## src/rtl/pio_pkg.sv

```systemverilog
package pio_pkg;
  // control register bit positions
  localparam int BIT_LVL    = 0;
  localparam int BIT_BUFEN  = 1;
  localparam int BIT_FALL   = 2;
  localparam int BIT_CLR    = 3;
  localparam int BIT_IPOL   = 4;
  localparam int BIT_ISTAT  = 5;
  localparam int BIT_SSTAT  = 6;
  localparam int CTRL_BITS  = 7;

  // strobes and settings from control to datapath
  typedef struct packed {
    logic bufEn;     // buffered mode
    logic fallEdge;  // capture on falling edge
    logic clearBuf;  // one-cycle clear command
  } pioStrobes_t;
endpackage

```

## src/rtl/pio_sync.sv

```systemverilog
module pio_sync #(
  parameter int W      = 1,
  parameter int STAGES = 2
) (
  input  logic         clk,
  input  logic         rstN,
  input  logic [W-1:0] d,
  output logic [W-1:0] q
);
  logic [STAGES-1:0][W-1:0] stg;

  always_ff @(posedge clk or negedge rstN) begin
    if (!rstN) stg[0] <= '0;
    else       stg[0] <= d;
  end

  for (genvar s = 1; s < STAGES; s++) begin : g_stage
    always_ff @(posedge clk or negedge rstN) begin
      if (!rstN) stg[s] <= '0;
      else       stg[s] <= stg[s-1];
    end
  end

  assign q = stg[STAGES-1];
endmodule

```

## src/rtl/pio_datapath.sv

```systemverilog
module pio_datapath
  import pio_pkg::*;
#(
  parameter int DATA_W      = 8,
  parameter int SYNC_STAGES = 2
) (
  input  logic              clk,
  input  logic              rstN,
  input  pioStrobes_t       ctl,
  input  logic              inStrobe,
  input  logic              irqIn,
  input  logic [DATA_W-1:0] inPins,
  output logic [DATA_W-1:0] dataView,
  output logic              strobeLvl,
  output logic              irqLvl
);
  localparam int SW = DATA_W + 2;

  logic [SW-1:0]     syncOut;
  logic [DATA_W-1:0] pinSync;
  logic              stbSync;
  logic              stbPrev;
  logic              rise;
  logic              fall;
  logic              hit;
  logic [DATA_W-1:0] capBuf;

  pio_sync #(.W(SW), .STAGES(SYNC_STAGES)) i_sync (
    .clk (clk),
    .rstN(rstN),
    .d   ({irqIn, inStrobe, inPins}),
    .q   (syncOut)
  );

  assign pinSync = syncOut[DATA_W-1:0];
  assign stbSync = syncOut[DATA_W];
  assign irqLvl  = syncOut[DATA_W+1];

  always_ff @(posedge clk or negedge rstN) begin
    if (!rstN) stbPrev <= 1'b0;
    else       stbPrev <= stbSync;
  end

  assign rise = stbSync & ~stbPrev;
  assign fall = ~stbSync & stbPrev;
  assign hit  = ctl.fallEdge ? fall : rise;

  always_ff @(posedge clk or negedge rstN) begin
    if (!rstN)                   capBuf <= '0;
    else if (ctl.clearBuf)       capBuf <= '0;
    else if (ctl.bufEn && hit)   capBuf <= pinSync;
  end

  assign dataView  = ctl.bufEn ? capBuf : pinSync;
  assign strobeLvl = stbSync;

  AST_BYPASS_NO_LOAD: assert property (@(posedge clk) disable iff (!rstN)
    (!ctl.bufEn && !ctl.clearBuf) |=> $stable(capBuf));
  AST_CLEAR_ZERO: assert property (@(posedge clk) disable iff (!rstN)
    ctl.clearBuf |=> (capBuf == '0));
  AST_EDGE_ONLY: assert property (@(posedge clk) disable iff (!rstN)
    (!hit && !ctl.clearBuf) |=> $stable(capBuf));
endmodule

```

## src/rtl/pio_ctrl.sv

```systemverilog
module pio_ctrl
  import pio_pkg::*;
#(
  parameter int          ADDR_W   = 8,
  parameter int          DATA_W   = 8,
  parameter logic [7:0]  CTRL_OFS = 8'h40,
  parameter logic [7:0]  DATA_OFS = 8'h44
) (
  input  logic              clk,
  input  logic              rstN,
  input  logic [ADDR_W-1:0] busAddr,
  input  logic              busWe,
  input  logic [31:0]       busWdata,
  output logic [31:0]       busRdata,
  input  logic [DATA_W-1:0] dataView,
  input  logic              strobeLvl,
  input  logic              irqLvl,
  output pioStrobes_t       ctl,
  output logic              strobeOut
);
  localparam int PAD_C = 32 - CTRL_BITS;
  localparam int PAD_D = 32 - DATA_W;

  logic        ctrlWr;
  logic        lvlReg;
  logic        enReg;
  logic        fallReg;
  logic        ipolReg;
  logic [31:0] ctrlView;
  logic [31:0] dataRd;
  logic [31:0] rdNext;

  assign ctrlWr = busWe && (busAddr == ADDR_W'(CTRL_OFS));

  always_ff @(posedge clk or negedge rstN) begin
    if (!rstN) begin
      lvlReg  <= 1'b0;
      enReg   <= 1'b0;
      fallReg <= 1'b0;
      ipolReg <= 1'b0;
    end else if (ctrlWr) begin
      lvlReg  <= busWdata[BIT_LVL];
      enReg   <= busWdata[BIT_BUFEN];
      fallReg <= busWdata[BIT_FALL];
      ipolReg <= busWdata[BIT_IPOL];
    end
  end

  assign ctl.bufEn    = enReg;
  assign ctl.fallEdge = fallReg;
  assign ctl.clearBuf = ctrlWr && busWdata[BIT_CLR];
  assign strobeOut    = lvlReg;

  always_comb begin
    ctrlView            = '0;
    ctrlView[BIT_LVL]   = lvlReg;
    ctrlView[BIT_BUFEN] = enReg;
    ctrlView[BIT_FALL]  = fallReg;
    ctrlView[BIT_IPOL]  = ipolReg;
    ctrlView[BIT_ISTAT] = irqLvl ^ ipolReg;
    ctrlView[BIT_SSTAT] = strobeLvl;
  end

  assign dataRd = {{PAD_D{1'b0}}, dataView};

  always_comb begin
    if (busAddr == ADDR_W'(CTRL_OFS))      rdNext = ctrlView;
    else if (busAddr == ADDR_W'(DATA_OFS)) rdNext = dataRd;
    else                                   rdNext = '0;
  end

  always_ff @(posedge clk or negedge rstN) begin
    if (!rstN) busRdata <= '0;
    else       busRdata <= rdNext;
  end

  AST_RSV_ZERO: assert property (@(posedge clk) disable iff (!rstN)
    ($past(busAddr) == ADDR_W'(CTRL_OFS)) |-> (busRdata[31:CTRL_BITS] == '0));
  AST_RSV_WR_IGNORED: assert property (@(posedge clk) disable iff (!rstN)
    (ctrlWr && (|busWdata[31:BIT_IPOL])) |=> (busRdata[31:CTRL_BITS] == '0));
  AST_STROBE_OUT: assert property (@(posedge clk) disable iff (!rstN)
    ctrlWr |=> (strobeOut == $past(busWdata[BIT_LVL])));
  AST_CLR_READS_ZERO: assert property (@(posedge clk) disable iff (!rstN)
    ($past(busAddr) == ADDR_W'(CTRL_OFS)) |-> !busRdata[BIT_CLR]);
  AST_PAD_CHECK: assert property (@(posedge clk) disable iff (!rstN)
    ($past(busAddr) == ADDR_W'(DATA_OFS)) |-> (busRdata[31:DATA_W] == '0));
  initial assert (PAD_C > 0 && PAD_D > 0);
endmodule

```

## src/rtl/pio_port.sv

```systemverilog
module pio_port
  import pio_pkg::*;
#(
  parameter int         ADDR_W      = 8,
  parameter int         DATA_W      = 8,
  parameter int         SYNC_STAGES = 2,
  parameter logic [7:0] CTRL_OFS    = 8'h40,
  parameter logic [7:0] DATA_OFS    = 8'h44
) (
  input  logic              clk,
  input  logic              rstN,
  input  logic [ADDR_W-1:0] busAddr,
  input  logic              busWe,
  input  logic [31:0]       busWdata,
  output logic [31:0]       busRdata,
  output logic              strobeOut,
  input  logic              inStrobe,
  input  logic              irqIn,
  input  logic [DATA_W-1:0] inPins
);
  pioStrobes_t       ctl;
  logic [DATA_W-1:0] dataView;
  logic              strobeLvl;
  logic              irqLvl;

  pio_ctrl #(
    .ADDR_W(ADDR_W), .DATA_W(DATA_W), .CTRL_OFS(CTRL_OFS), .DATA_OFS(DATA_OFS)
  ) i_ctrl (
    .clk      (clk),
    .rstN     (rstN),
    .busAddr  (busAddr),
    .busWe    (busWe),
    .busWdata (busWdata),
    .busRdata (busRdata),
    .dataView (dataView),
    .strobeLvl(strobeLvl),
    .irqLvl   (irqLvl),
    .ctl      (ctl),
    .strobeOut(strobeOut)
  );

  pio_datapath #(.DATA_W(DATA_W), .SYNC_STAGES(SYNC_STAGES)) i_dp (
    .clk      (clk),
    .rstN     (rstN),
    .ctl      (ctl),
    .inStrobe (inStrobe),
    .irqIn    (irqIn),
    .inPins   (inPins),
    .dataView (dataView),
    .strobeLvl(strobeLvl),
    .irqLvl   (irqLvl)
  );
endmodule

```

## config.mk

```make
export PLATFORM = sky130hd
export DESIGN_NAME = pio_port
export DESIGN_NICKNAME = d
export VERILOG_FILES = /design/src/rtl/pio_pkg.sv /design/src/rtl/pio_sync.sv /design/src/rtl/pio_datapath.sv /design/src/rtl/pio_ctrl.sv /design/src/rtl/pio_port.sv
export SDC_FILE = /design/constraint.sdc
export NUM_CORES = 1
export LEC_CHECK = 0
export BUFFER_PORTS_ARGS = -buffer_cell sky130_fd_sc_hd__buf_4
export CORE_MARGIN = 2
export CORE_UTILIZATION = 30
export DETAILED_ROUTE_END_ITERATION = 8
export GPL_ROUTABILITY_DRIVEN = 0
export GPL_TIMING_DRIVEN = 0
export PLACE_DENSITY = 0.67
export SLEW_MARGIN = 20
export SYNTH_ARGS = -nofsm -noshare
export SYNTH_HDL_FRONTEND = slang
export SYNTH_HIERARCHICAL = 1
export SYNTH_SLANG_ARGS = --single-unit
export TNS_END_PERCENT = 30
```

## constraint.sdc

```tcl
create_clock -name clk -period 1.5 [get_ports clk]
set_input_delay 0.3 -clock clk [delete_from_list [all_inputs] [get_ports clk]]
set_output_delay 0.3 -clock clk [all_outputs]
set_load 0.02 [all_outputs]
```

==> qor.csv <==
stage,metric,value,unit
setup_path,worstPathRequired,1.68,ns
synthesis,yosys_warnings,6,
power_and_ir_drop,ir_drop,0.519,mV
clock_tree,root_buffer,clkbuf_8,
synthesis,synth_largest_area_cell,dfrtp_1,
global_route,antenna_found_initial,0,
finish,drive_above_1_share,50.5,%
drt,antenna_violating_nets_post_route,0,
sta,min_period_over_period,95.5,%
placed_design,hpwl,2140,um
synthesis,synth_cells,129,
global_route,grt_pass1_vias,1063,
setup_path,worstSetupEndpointType,register,
clock_tree,cts_sinks,41,
placed_design,placed_cells,260,
synthesis,synthesis.area,1780,um^2
clock_tree,cts.path.max_buffers,2,
finish,utilization,41.1,%
finish,finalNonFillerCells,273,
sta,skew,0.00393,ns
setup_path,crit_buf_inv,2,
power_and_ir_drop,pwr_density_cell,1080,nW/um^2
clock_tree,cts_resized,0,
worst_hold_path,hold_class,in -> reg,
power_and_ir_drop,leakagePower,0.00127,uW
synthesis,yosysTopAreaCellShare,57.6,%
drt,routed_wl,2960,um
sta,holdWs,0.111,ns
sta,fmax,698,MHz
drt,drt_iter0_markers,64,
setup_path,critPathLaunchType,primary input,
sta,post-route-min-period,1.43,ns
sta,final_max_slew_viol_count,0,
clock_tree,cts_tree,built,
clock_tree,path_clk_slew,0.08,ns
floorplan,rows,28,
synthesis,yosysUniqueCellTypes,24,
floorplan,core,5820,um^2
clock_tree,insertion_delay,0.29,ns
setup_path,worstPathArrival,1.61,ns
clock_tree,numCtsBuffers,5,
finish,nFillCells,575,
setup_path,crit_type,in -> reg,
finish,n_antenna_cell,0,
global_route,grt_max_degree,42,
setup_path,max_stage_delay,0.35,ns
placed_design,port_buffers,33,
setup_path,cpLargestDelayFamily,simple AND/OR/NAND/NOR gates,
sta,hold_viol_final,0,
drt,avgViaCountPerCell,3.85,
status,status,"finished, final reports clean",
finish,area_growth,34.1,%
global_route,grt-ovfl-total,0,
global_route,grtUsageTotal,10.0,%
setup_path,cpMostUsedCell,buf_4,
floorplan,die_w,81.1,um
global_route,grt_pass1_wl,4790,um
synthesis,ys_top_cells_by_area,"dfrtp_1, buf_4, mux2_2, a22o_1, mux2i_1",
run,maxCapViolCount,0,
synthesis,avgSynthCellArea,13.8,um^2
drt,wl_per_cell,10.8,um
synthesis,ys_seq_elements,41,
finish,nNetsFinal,250,
setup_path,cp_cell_sequence,buf_4 -> nor4_4 -> nand4b_4 -> nor2_2 -> nor3_4 -> buf_4 -> a22o_1,
sta,worst_slew_pin_slew,0.501,ns
floorplan,die_h,81.1,um
setup_path,cp_slowest_cell,nor4_4,
floorplan,dieArea,6570,um^2
floorplan,boundaryPins,86,
sta,max_slew_margin,66.6,%
floorplan,initial_core_util,30.6,%
drt,vias,1050,
sta,setup_viol,0,
clock_tree,h-tree-depth,2,
drt,dr.pass1.iters,4,
synthesis,ys_seq_area_share,57.6,%
setup_path,worst-path-max-fanout,5,
drt,drc,0,
==> through the flow <==
step	setup slack, ns	area (um^2)	total power, uW	TNS (ns)
after global routing	-0.00649	2390	2720	-0.0125
after detailed placement	-0.272	2210	1550	-2.15
after global placement	-0.260	2210	1540	-2.05
after floorplan	0.0264	1870	1440	0
after CTS	0.00695	2360	2620	0
final	0.0675	2390	2580	0
==> registers in the layout, indices dropped and copies added, names as in the netlist, 8 cells and up <==
| signal | flops |
|---|---|
| i_dp/i_sync/stg | 10 |
| i_dp/capBuf | 8 |
| i_dp/i_sync/q | 10 |
| i_ctrl/busRdata | 8 |
==> timing repair <==
item	CTS	global route
hold endpoints to repair	41	0
setup buffers	0	4
hold buffers	1	0
setup endpoints to repair	0	8
==> metal layers <==
layer	wire, um	vias up	GRT usage, %
met5	0	-	0
met4	51	0	4.58
met3	272	4	4.22
met2	1340	50	14.8
met1	1290	483	12.7
li1	-	513	-
==> final cells by class <==
class	count	area, um^2	share of cell area [%]
Buffer	38	283	11.8
Clock buffer	5	68.8	2.88
Inverter	1	3.75	0.157
Multi-Input combinational cell	72	558	23.4
Tap cell	75	93.8	3.93
Sequential cell	41	1030	42.9
Clock inverter	3	68.8	2.88
Timing Repair Buffer	38	288	12.0
==> synthesized netlist by cell type (all sizes together) <==
cell    instances
a21oi           1
a22o            8
and2            1
and3            2
and4b           1
and4bb          1
buf            38
conb            1
dfrtp          41
inv             1
mux2           12
mux2i           6
nand2           1
nand2b          1
nand3b          1
nand4b          1
nor2            7
nor3            1
nor3b           1
nor4            1
or3b            1
xor2            1
==> layout by cell type, fill, tap and decap left out <==
| master | n |
|---|---|
| buf_4 | 74 |
| nor4_4 | 1 |
| inv_1 | 1 |
| nand4b_4 | 1 |
| nand2_1 | 1 |
| nor2_1 | 6 |
| and4b_4 | 1 |
| and2_2 | 1 |
| mux2i_1 | 6 |
| mux2_1 | 4 |
| bufinv_16 | 2 |
| nor3_4 | 1 |
| and4bb_1 | 1 |
| nor3b_2 | 1 |
| xor2_1 | 1 |
| mux2_2 | 8 |
| dfrtp_1 | 41 |
| nor2_2 | 1 |
| a21oi_4 | 1 |
| clkbuf_8 | 5 |
| nand2b_1 | 1 |
| nand3b_1 | 1 |
| or3b_4 | 1 |
| buf_2 | 1 |
| and3_1 | 2 |
| inv_6 | 1 |
| dlygate4sd3_1 | 1 |
| a22o_1 | 8 |
| conb_1 | 24 |
==> power by group <==
part	internal, uW	switching, uW	leakage [uW]	total, uW
Clock	670	382	0.0000687	1050
Sequential	1180	32.3	0.000519	1210
Combinational	176	148	0.000681	324
Total	2020	562	0.00127	2580
==> path summary, 6_finish.rpt <==
path	startpoint	endpoint	slack, ns	cells past startpoint
setup / recovery	busAddr[4]	i_dp/capBuf[5]$_DFFE_PN0P_	0.07	7
hold / removal	inPins[2]	i_dp/i_sync/stg[2]$_DFF_PN0_	0.11	1
setup reg to reg	i_ctrl/enReg$_DFFE_PN0P_	i_dp/capBuf[5]$_DFFE_PN0P_	0.07	6
hold reg to reg	i_dp/i_sync/stg[8]$_DFF_PN0_	i_dp/i_sync/q[8]$_DFF_PN0_	0.35	0
max in group asynchronous	rstN	i_ctrl/fallReg$_DFFE_PN0P_	0.63	2
min in group asynchronous	rstN	i_ctrl/ipolReg$_DFFE_PN0P_	0.52	2
==> kinds of logic (layout without fill, tap and decap cells) <==
logic type	count (synthesis)	after routing	synth area share (%)
flip-flops	41	41	57.6
other	1	24	0.210
multiplexers	18	18	11.0
AO/OA/AOI/OAI	9	9	4.85
buffers and inverters	39	85	16.1
AND/OR/NAND/NOR	20	20	9.83
XOR/XNOR	1	1	0.492
(Power assumes the default switching activity.)
